<file path="src/rtl/sched_pkg.sv">
package sched_pkg;

    typedef enum logic {
        SR_OFF = 1'b0,
        SR_ON  = 1'b1
    } sr_state_t;

    typedef struct packed {
        logic tick;
        logic pay;
        logic wake;
    } debt_ev_t;

    function automatic int calc_interval(input int khz, input int ms, input int rows);
        return (khz * ms) / rows;
    endfunction

endpackage

</file>
<file path="src/rtl/sr_tracker.sv">
module sr_tracker
    import sched_pkg::*;
(
    input  logic clk,
    input  logic rst,
    input  logic sr_req,
    output logic active,
    output logic wake
);
    sr_state_t state;

    always_ff @(posedge clk) begin
        if (rst) state <= SR_OFF;
        else     state <= sr_req ? SR_ON : SR_OFF;
    end

    assign active = (state == SR_ON);
    assign wake   = active && !sr_req;

    assert_follow_R7: assert property (@(posedge clk) disable iff (rst)
        sr_req |=> active);
endmodule

</file>
<file path="src/rtl/interval_timer.sv">
module interval_timer #(
    parameter int INTERVAL = 2078
) (
    input  logic clk,
    input  logic rst,
    input  logic hold,
    input  logic restart,
    output logic tick
);
    localparam int CW = (INTERVAL > 2) ? $clog2(INTERVAL) : 1;
    localparam logic [CW-1:0] LAST = CW'(INTERVAL - 1);

    logic [CW-1:0] cnt;

    always_ff @(posedge clk) begin
        if (rst || restart)     cnt <= '0;
        else if (hold)          cnt <= cnt;
        else if (cnt == LAST)   cnt <= '0;
        else                    cnt <= cnt + 1'b1;
    end

    assign tick = !hold && (cnt == LAST);

    assert_wrap_R2: assert property (@(posedge clk) disable iff (rst)
        (!hold && !restart && cnt == LAST) |=> cnt == '0);
    assert_frozen_R7: assert property (@(posedge clk) disable iff (rst)
        (hold && !restart) |=> cnt == $past(cnt));
    assert_range_R2: assert property (@(posedge clk) disable iff (rst)
        cnt <= LAST);
endmodule

</file>
<file path="src/rtl/debt_counter.sv">
module debt_counter
    import sched_pkg::*;
#(
    parameter int DEBT_MAX = 8
) (
    input  logic     clk,
    input  logic     rst,
    input  debt_ev_t ev,
    output logic     owed,
    output logic     full
);
    localparam int DW = $clog2(DEBT_MAX + 1);
    localparam logic [DW-1:0] CAP = DW'(DEBT_MAX);

    logic [DW-1:0] debt;
    logic          inc, dec;

    assign inc = ev.tick || ev.wake;
    assign dec = ev.pay && (debt != '0);

    always_ff @(posedge clk) begin
        if (rst) begin
            debt <= '0;
        end else begin
            case ({inc, dec})
                2'b10:   debt <= (debt == CAP) ? CAP : debt + 1'b1;
                2'b01:   debt <= debt - 1'b1;
                default: debt <= debt;
            endcase
        end
    end

    assign owed = (debt != '0);
    assign full = (debt == CAP);

    assert_no_overflow_R5: assert property (@(posedge clk) disable iff (rst)
        debt <= CAP);
    assert_pay_R4: assert property (@(posedge clk) disable iff (rst)
        (ev.pay && !ev.tick && !ev.wake && debt != '0) |=> debt == $past(debt) - 1'b1);
    assert_no_wrap_R4: assert property (@(posedge clk) disable iff (rst)
        (debt == '0 && !ev.tick && !ev.wake) |=> debt == '0);
    assert_coincide_R6: assert property (@(posedge clk) disable iff (rst)
        (ev.tick && ev.pay && debt != '0) |=> debt == $past(debt));
endmodule

</file>
<file path="src/rtl/refresh_sched.sv">
module refresh_sched
    import sched_pkg::*;
#(
    parameter int CLK_KHZ   = 133000,
    parameter int PERIOD_MS = 64,
    parameter int ROWS      = 4096,
    parameter int DEBT_MAX  = 8
) (
    input  logic clk,
    input  logic rst,
    input  logic ref_grant,
    input  logic sr_req,
    output logic ref_req,
    output logic ref_urgent,
    output logic sr_active
);
    localparam int INTERVAL = calc_interval(CLK_KHZ, PERIOD_MS, ROWS);

    logic     active, wake, tick, owed, full;
    debt_ev_t ev;

    sr_tracker u_sr (
        .clk    (clk),
        .rst    (rst),
        .sr_req (sr_req),
        .active (active),
        .wake   (wake)
    );

    interval_timer #(.INTERVAL(INTERVAL)) u_timer (
        .clk     (clk),
        .rst     (rst),
        .hold    (active),
        .restart (wake),
        .tick    (tick)
    );

    assign ev.tick = tick;
    assign ev.pay  = ref_grant && !active;
    assign ev.wake = wake;

    debt_counter #(.DEBT_MAX(DEBT_MAX)) u_debt (
        .clk  (clk),
        .rst  (rst),
        .ev   (ev),
        .owed (owed),
        .full (full)
    );

    assign ref_req    = owed && !active;
    assign ref_urgent = full && !active;
    assign sr_active  = active;

    assert_exit_owes_R8: assert property (@(posedge clk) disable iff (rst)
        $fell(sr_active) |-> ref_req);
    assert_urgent_implies_req_R5: assert property (@(posedge clk) disable iff (rst)
        ref_urgent |-> ref_req);
    assert_quiet_in_sr_R7: assert property (@(posedge clk) disable iff (rst)
        (sr_active && $past(sr_active)) |-> !ref_req);
endmodule

</file>
<file path="config.mk">
export PLATFORM = sky130hd
export DESIGN_NAME = refresh_sched
export DESIGN_NICKNAME = d
export VERILOG_FILES = /design/src/rtl/sched_pkg.sv /design/src/rtl/sr_tracker.sv /design/src/rtl/interval_timer.sv /design/src/rtl/debt_counter.sv /design/src/rtl/refresh_sched.sv
export SDC_FILE = /design/constraint.sdc
export NUM_CORES = 1
export LEC_CHECK = 0
export BUFFER_PORTS_ARGS = -buffer_cell sky130_fd_sc_hd__buf_2
export CAP_MARGIN = 25
export CORE_MARGIN = 10
export CORE_UTILIZATION = 53
export CTS_BUF_LIST = sky130_fd_sc_hd__clkbuf_4
export DETAILED_ROUTE_END_ITERATION = 6
export PLACE_DENSITY = 0.79
export RECOVER_POWER = 25
export SLEW_MARGIN = 40
export SYNTH_ARGS = -nofsm -noshare
export SYNTH_HDL_FRONTEND = slang
export SYNTH_SLANG_ARGS = --single-unit
</file>
<file path="constraint.sdc">
create_clock -name clk -period 5.88 [get_ports clk]
set_input_delay 0.588 -clock clk [delete_from_list [all_inputs] [get_ports clk]]
set_output_delay 0.588 -clock clk [all_outputs]
set_load 0.005 [all_outputs]
</file>
==> results of run 1 <==
[where the power goes]
group | internal, W | switching [W] | total, W
sequential | 0.000120 | 0.00000741 | 0.000128
combinational | 0.0000191 | 0.0000225 | 0.0000416
clock | 0.0000310 | 0.0000360 | 0.0000670
[per-layer routing]
layer / vias to the layer above / part of all wire / routed length (um) / track usage
met5: - / 0 / 0 / 0
met4: 0 / 0.025 / 41 / 0.0533
met3: 7 / 0.058 / 94 / 0.0459
met2: 14 / 0.41 / 669 / 0.144
met1: 322 / 0.50 / 814 / 0.119
li1: 351 / - / - / -
[cell families after synthesis]
family	synth area share
flip-flops	0.387
buffers and inverters	0.0469
XOR/XNOR	0.129
multiplexers	0.0114
AND/OR/NAND/NOR	0.283
AO/OA/AOI/OAI	0.0711
adder cells (fa/ha/maj)	0.0711
[metrics by stage]
stage	cells	worst slack, ns	util	hold slack, ns
CTS	121	3.48	0.603	0.523
detailed placement	117	3.50	0.584	0.511
global placement	117	3.57	0.584	0.497
global route	121	3.28	0.601	0.560
floorplan	98	3.68	-	0.471
finish	121	3.46	0.601	0.532
[critical path, stage by stage, from the launching register on]
cell and delay, ns:
dfxtp_1 0.43, inv_1 0.07, ha_1 0.25, nor3b_1 0.16
nor2_1 0.12, and2_1 0.16, ha_1 0.29, or4b_1 0.46
a21oi_1 0.19, xnor2_1 0.13, nor2_1 0.05
[area by class of cell]
cell class	count	area (sq um)	share of cell area
multi-input combinational	75	498	0.537
sequential	17	340	0.367
clock buffer	4	30.0	0.0324
timing repair buffer	6	27.5	0.0297
tap	16	20.0	0.0216
inverter	3	11.3	0.0121
[path summary, 6_finish.rpt]
path	from	endpoint	slack, ns	depth (start not counted)
max	u_debt.debt[0]	u_debt.debt[3]	3.46	10
min	u_timer.cnt[11]	u_timer.cnt[11]	0.53	2
max reg2reg	u_debt.debt[0]	u_debt.debt[3]	3.46	10
min reg2reg	u_timer.cnt[11]	u_timer.cnt[11]	0.53	2
[registers in the layout, summed over array words and instances (netlist names)]
register	count
u_debt.debt	4
u_sr.active	1
u_timer.cnt	12
[cells in the mapped netlist]
master	n	area, sq um
a211o_1	1	8.76
a211oi_1	1	7.51
a21oi_1	4	20.0
a311o_1	1	10.0
a31oi_1	1	6.26
and2_1	2	12.5
and3_1	1	6.26
and4_1	1	8.76
and4b_1	1	10.0
buf_4	1	7.51
buf_6	2	22.5
dfxtp_1	17	340
ha_1	5	62.6
inv_1	3	11.3
mux2i_1	1	10.0
nand2_1	3	11.3
nand3_1	5	25.0
nand3b_1	2	15.0
nand4_1	4	25.0
nand4b_1	1	8.76
nor2_1	18	67.6
nor2b_1	4	25.0
nor3b_1	1	7.51
nor4_1	1	6.26
nor4bb_1	1	10.0
o21ai_0	2	10.0
or4b_1	1	10.0
xnor2_1	2	17.5
xor2_1	11	96.3
==> impl_results.md, run 1 <==
* Die Ht at slightly above 60 um
* Commonest non-fill, non-tap cells in the layout: 18 x nor2_1, 17 x dfxtp_1, 11 x xor2_1, 5 x nand3_1, 5 x ha_1
* Tot Pwr at 0.000236 W
* Min cycle time layout at 2.42 ns
* CP startpoint kind: register
* Initial DRT Pass Iterations at 4
* Syn_nets at 107
* Global Route Usage Sum at 0.0994
* Mapped cell area at 880 sq um
* Maximum clock insertion buffer count at 2
* Yosys reg bits at 17
* Starting Density at 0.571
* Antenna Cells at 0
* Filler Cell Count at roughly 140
* Row cnt at 14
* Clk Latency, worst-skew pair at 0.30 ns
* Worst Skew at about 0.014 ns
* First-pass GRT wire length at 2780 um
* Clock-pin slew of the registers on the worst-case setup and hold paths at 0.10 ns
* CTS root buffer: clkbuf_4
* Req. time, crit path at around 6.1 ns
* Lkg Pwr at 0.363 nW
* Post-synthesis sequential area ratio at 0.387
* Routed via count at 694
* Slew Limit Fails at 0
* Die width at a little over 60 um
* Warnings from Yosys at 0
* Synth cell types at 29
* Final ANT Viol Nets at 0
* CTS tree: done
* Clock sinks at 17
* Final Cycle Share at 0.412
* CTS Hold Bufs at 0
* Global route total overflow at 0
* DP Wirelength at 1140 um
* Htree depth at 1
* Slew @ Worst Pin at about 0.5 ns
* Fin area at 927 sq um
* Final setup TNS at 0 ns
* RSZ-0062 raised after global routing: no
* Ports at 7
* CTS resizes at 0
* Fin nets at 115
* Rel. slew slack at 0.675
* Vias in the first global route at 630
* Commonest non-fill, non-tap cell in the layout: nor2_1
* Post-synthesis cell count at 98
* Port Buffer Count at 6
* CTS buffer count at 3
* Synth-to-layout area growth at 5.41%
* Dpl cell area at 900 sq um
* VDD IR max at 177 uV
* Residual DRC at 0
* Critical-path maximum fanout at 7
* 1st-iter DRT viols at 8
* Final WL at 1620 um
* Final Hold Violating Endpoints at 0
* CP endpoint kind: register
* PD cells at 255 nW/um^2
* Initial antenna violation count at 0
* Largest net degree at the start of global routing at 13
* Final-report setup violation count at 0
* MaxCap Viol Count at 0
* Routability Congestion at around 0.84
* Status: finished clean
* Hold Path Class: register to register
* Via density at 5.74
* Routed WL per cell at roughly 13 um
* Core area at about 1500 sq um
* Syn_area_per_cell at 8.98 sq um
* Fmax at 413 MHz
* Critical Setup Path Class: register to register
* Share of layout cells above drive strength 1 at 0.0762
* Die area at 3690 sq um
* CP arrival at 2.62 ns
* Post-CTS Setup Bufs at 0
No activity file was read; power rests on OpenSTA's default activity.
==> run 2: changes to the inputs <==
clock period = 2.39 ns   (was 5.88 ns; I/O delays follow)
==> impl_results.md, run 2 (synthesized netlist as in run 1, its figures left out) <==
* CTS root buffer: clkbuf_4
* Final Cycle Share at 0.921
* Die width at 60.7 um
* DP Wirelength at 1140 um
* Reg2Reg Launch Point: u_debt.debt[0]
* Ports at 7
* Critical Setup Path Class: register to register
* 1st-iter DRT viols at 18
* Fin nets at 117
* Most flop-heavy register: u_timer.cnt
* Switching share of power at 0.270
* Clock-pin slew of the registers on the worst-case setup and hold paths at around 0.09 ns
* Met3 Use GR at 0.0271
* Clock sinks at 17
* Die area at 3690 sq um
* Routability Congestion at just over 0.8
* Hold Path Class: primary input to register
* Via density at 5.72
* Row cnt at 14
* Status: finished clean
* Critical-path cell list: inv_1, ha_1, nor3b_1, nor2_1, and2_1, ha_1, or4b_1, a21oi_1, xnor2_1, nor2_1
* Global Route Usage Sum at 0.0932
* Fin area at 938 sq um
* RSZ-0062 raised after global routing: no
* Clk Latency, worst-skew pair at 0.29 ns
* VDD IR max at around 370 uV
* Clk pwr share at 0.279
* Slew @ Worst Pin at 0.445 ns
* Critical-path maximum fanout at 6
* Lkg Pwr at 0.369 nW
* Seq pwr share at 0.539
* Worst Skew at around 0.0047 ns
* Commonest non-fill, non-tap cells in the layout: 18 x nor2_1, 17 x dfxtp_1, 11 x xor2_1, 5 x nand3_1, 5 x ha_1
* Antenna Cells at 0
* Worst setup path start: u_debt.debt[0]
* Routed WL per cell at 12.7 um
* Rel. slew slack at 0.703
* PD cells at between 600 and 700 nW/um^2
* Hold Crit Start: sr_req
* P_int at approximately 0.00042 W
* Commonest non-fill, non-tap cell in the layout: nor2_1
* Initial DRT Pass Iterations at 4
* Max reg flops at 12
* Fmax at 454 MHz
* Residual DRC at 0
* Final Hold Violating Endpoints at 0
* Synth-to-layout area growth at 6.69%
* Routed via count at 704
* Starting Density at 0.571
* Die Ht at 60.7 um
* Logic pwr share at 0.183
* Htree depth at 1
* Post-CTS Setup Bufs at 0
* CP Buf/Inv Count at 1
* CP arrival at 2.38 ns
* Largest net degree at the start of global routing at 13
* Min cycle time layout at 2.20 ns
* Dpl cell area at 915 sq um
* CP startpoint kind: register
* Final WL at 1560 um
* CP endpoint kind: register
* Final ANT Viol Nets at 0
* Port Buffer Count at 6
* Slew Limit Fails at 0
* Share of layout cells above drive strength 1 at 0.0841
* CP top delay family: simple AND/OR/NAND/NOR gates
* CTS tree: done
* CTS Hold Bufs at 0
* Core area at 1540 sq um
* GR peak layer: met2
* CP max stage delay at 0.44 ns
* Global routing usage on met2 at 0.153
* First-pass GRT wire length at approximately 2700 um
* Final setup TNS at 0 ns
* MaxCap Viol Count at 0
* Global route total overflow at 0
* Initial antenna violation count at 0
* CP max stage cell: or4b_1
* CTS buffer count at 3
* Vias in the first global route at roughly 660
* Req. time, crit path at ~2.6 ns
* GR Util met1 at 0.106
* Sw Pwr at around 0.00016 W
* Maximum clock insertion buffer count at 2
* Final-report setup violation count at 0
* CTS resizes at 0
run 2: changes by cell type in the layout (fill, tap and decap cells not counted), sizes merged:
cell    previous run  this run
clkbuf             6         7
buf                4         5
run 2: final cells by class:
type / instances / area [sq um]
fill: 147 / 603
multi-input combinational: 75 / 498
sequential: 17 / 340
timing repair buffer: 8 / 38.8
clock buffer: 4 / 30.0
tap: 16 / 20.0
inverter: 3 / 11.3
run 2: worst paths after layout:
path / endpoint / slack (ns) / cells past startpoint
min: u_sr.active / 0.19 / 2
min reg2reg: u_debt.debt[1] / 0.53 / 2
max reg2reg: u_debt.debt[3] / 0.19 / 10
max: u_debt.debt[3] / 0.19 / 10
run 2: routing by layer:
metal | part of all wire | wire length [um]
met5 | 0 | 0
met1 | 0.46 | 720
met3 | 0.052 | 81
met2 | 0.47 | 725
met4 | 0.018 | 28
run 2: worst register-to-register path, cell delays in order, from the launching register on:
cell and delay, ns:
dfxtp_1 0.41, inv_1 0.06, ha_1 0.25, nor3b_1 0.16
nor2_1 0.10, and2_1 0.15, ha_1 0.16, or4b_1 0.44
a21oi_1 0.19, xnor2_1 0.13, nor2_1 0.05
run 2: power by group through the flow:
| stage | clock network, W | logic [W] | registers (W) |
|---|---|---|---|
| after floorplan | 0 | 0.0000816 | 0.000315 |
| after global placement | 0 | 0.000103 | 0.000318 |
| after detailed placement | 0 | 0.000107 | 0.000318 |
| after CTS | 0.000169 | 0.000108 | 0.000311 |
| after global routing | 0.000185 | 0.000121 | 0.000314 |
| final | 0.000161 | 0.000105 | 0.000311 |
run 2: stage by stage:
stage / hold slack [ns] / setup WS (ns) / util / power, W / cells
2_1_floorplan: 0.308 / 0.194 / - / 0.000397 / 98
3_3_place_gp: 0.482 / 0.290 / 0.593 / 0.000421 / 119
3_5_place_dp: 0.477 / 0.210 / 0.593 / 0.000425 / 119
4_1_cts: 0.180 / 0.187 / 0.613 / 0.000588 / 123
5_1_grt: 0.198 / 0.0173 / 0.609 / 0.000620 / 123
6_report: 0.193 / 0.188 / 0.609 / 0.000578 / 123
==> run 3: changes to the inputs <==
==> constraint.sdc (replaced) <==
create_clock -name clk -period 2.39 [get_ports clk]
set_input_delay 0.717 -clock clk [delete_from_list [all_inputs] [get_ports clk]]
set_output_delay 0.717 -clock clk [all_outputs]
set_load 0.005 [all_outputs]
==> impl_results.md, run 3 (synthesized netlist as in run 1, its figures left out) <==
* Status: finished clean
* Global Route Usage Sum at 0.0914
* Post-Place Cells at 119
* Most flop-heavy register: u_timer.cnt
* Clock sinks at 17
* P_int at 0.000408 W
* Fmax at between 400 and 500 MHz
* Share of layout cells above drive strength 1 at 0.103
* Dpl ws at 0.195 ns
* Critical-path maximum fanout at 5
* Clock-pin slew of the registers on the worst-case setup and hold paths at 0.09 ns
* Lkg Pwr at 0.373 nW
* MaxCap Viol Count at 0
* Final ANT Viol Nets at 0
* CP arrival at 2.37 ns
* Hold EP: u_timer.cnt[11]
* Antenna Cells at 0
* Final setup TNS at 0 ns
* Multi-input logic area at around 500 sq um
* Worst Skew at 0.00388 ns
* Die Ht at approximately 61 um
* RSZ-0062 raised after global routing: no
* Ports at 7
* Filler Cell Count at 146
* Worst setup margin at 0.196 ns
* Routed via count at 678
* Max reg flops at 12
* First-pass GRT wire length at 2650 um
* Port Buffer Count at 6
* Commonest non-fill, non-tap cell in the layout: nor2_1
* Via density at 5.51
* Req. time, crit path at approximately 2.6 ns
* Core area at between 1500 and 2000 sq um
* Worst Hold Path Cells at 2
* Fin nets at 117
* Die area at 3690 sq um
* Routability Congestion at 0.814
* Commonest non-fill, non-tap cells in the layout: 18 x nor2_1, 16 x dfxtp_1, 11 x xor2_1
* PD cells at 604 nW/um^2
* Sw Pwr at 0.000158 W
* Starting Density at 0.571
* Clk Latency, worst-skew pair at 0.28 ns
* CTS buffer count at 3
* CTS root buffer: clkbuf_4
* R2r setup slk at 0.20 ns
* Reg2Reg Launch Point: u_debt.debt[1]
* Critical Setup Path Class: register to register
* CP endpoint kind: register
* DP Wirelength at 1170 um
* Register area at 342 sq um
* Rel. slew slack at 0.709
* Min cycle time layout at 2.19 ns
* Tot Pwr at between 0.0005 and 0.0006 W
* R2R cell count at 10
* Final WL at 1530 um
* Final Cycle Share at 0.918
* Row cnt at 14
* Routed WL per cell at 12.4 um
* Hold Path Class: register to register
* Non-Filler Instances at 123
* Seq pwr share at 0.554
* Hold Crit Start: u_timer.cnt[11]
* Global route total overflow at 0
* Logic pwr share at 0.187
* Htree depth at 1
* Initial antenna violation count at 0
* Final Hold Violating Endpoints at 0
* Largest net degree at the start of global routing at 13
* CP startpoint kind: register
* Die width at slightly above 60 um
* Slew @ Worst Pin at around 0.44 ns
* Slew Limit Fails at 0
* Vias in the first global route at 634
* Maximum clock insertion buffer count at 2
* Initial DRT Pass Iterations at 4
* 1st-iter DRT viols at 18
* Synth-to-layout area growth at 6.69%
* CTS tree: done
* Clk pwr share at 0.259
* VDD IR max at 389 uV
* Switching share of power at 0.279
* Residual DRC at 0
* R2R Path End: u_debt.debt[3]
* Final-report setup violation count at 0
[run 3: cell types whose count changed in the layout (fill, tap and decap cells not counted)]
cell | previous run | this run
buf_2 | 4 | 5
clkinv_2 | 0 | 1
clkbuf_4 | 4 | 3
dfxtp_2 | 0 | 1
clkbuf_1 | 3 | 2
dfxtp_1 | 17 | 16
[run 3: critical path: stages (launching register included)]
cell and delay (ns):
dfxtp_1 0.39, inv_1 0.08, ha_1 0.23, nor3b_1 0.16
nor2_1 0.13, and2_1 0.15, ha_1 0.15, or4b_1 0.43
a21oi_1 0.19, xnor2_1 0.14, nor2_1 0.05
[run 3: worst max-delay path by stage]
stage | start | endpoint | slack, ns | cells past startpoint
final | u_debt.debt[1] | u_debt.debt[3] | 0.20 | 10
after global routing | u_debt.debt[1] | u_debt.debt[3] | 0.03 | 10
after CTS | u_debt.debt[0] | u_debt.debt[3] | 0.18 | 10
after detailed placement | u_debt.debt[0] | u_debt.debt[3] | 0.19 | 10
after global placement | u_debt.debt[0] | u_debt.debt[3] | 0.30 | 10
after floorplan | u_debt.debt[0] | u_debt.debt[3] | 0.19 | 10
[run 3: final cells by class]
type	count	area share
clock buffer	3	0.0240
timing repair buffer	8	0.0427
multi-input combinational	75	0.531
tap	16	0.0213
clock inverter	1	0.00533
sequential	17	0.364
inverter	3	0.0120
[run 3: through the flow]
| step | cell area [sq um] | util | hold slack, ns |
|---|---|---|---|
| 2_1_floorplan | 880 | - | 0.471 |
| 3_3_place_gp | 915 | 0.593 | 0.487 |
| 3_5_place_dp | 915 | 0.593 | 0.500 |
| 4_1_cts | 942 | 0.611 | 0.524 |
| 5_1_grt | 938 | 0.609 | 0.546 |
| 6_report | 938 | 0.609 | 0.518 |
[run 3: layer usage]
| metal | share of wire | vias up | GRT usage |
|---|---|---|---|
| met1 | 0.47 | 314 | 0.107 |
| met2 | 0.46 | 7 | 0.141 |
| met4 | 0.0092 | 0 | 0.0408 |
| met3 | 0.056 | 2 | 0.0397 |
| li1 | - | 355 | - |
| met5 | 0 | - | 0 |
[run 3: repair_timing]
| action | in CTS | in global routing |
|---|---|---|
| gates resized for setup | 0 | 1 |
| endpoints found under the setup margin | 0 | 1 |
| endpoints found under the hold margin | 0 | 0 |
| buffers inserted | 0 | 0 |
| hold buffers | 0 | 0 |
[run 3: power groups by stage]
stage | combinational, W | sequential, W | clock (W)
final | 0.000106 | 0.000314 | 0.000147
after global routing | 0.000120 | 0.000316 | 0.000170
after CTS | 0.000108 | 0.000313 | 0.000155
after detailed placement | 0.000106 | 0.000319 | 0
after global placement | 0.000105 | 0.000318 | 0
after floorplan | 0.0000816 | 0.000315 | 0
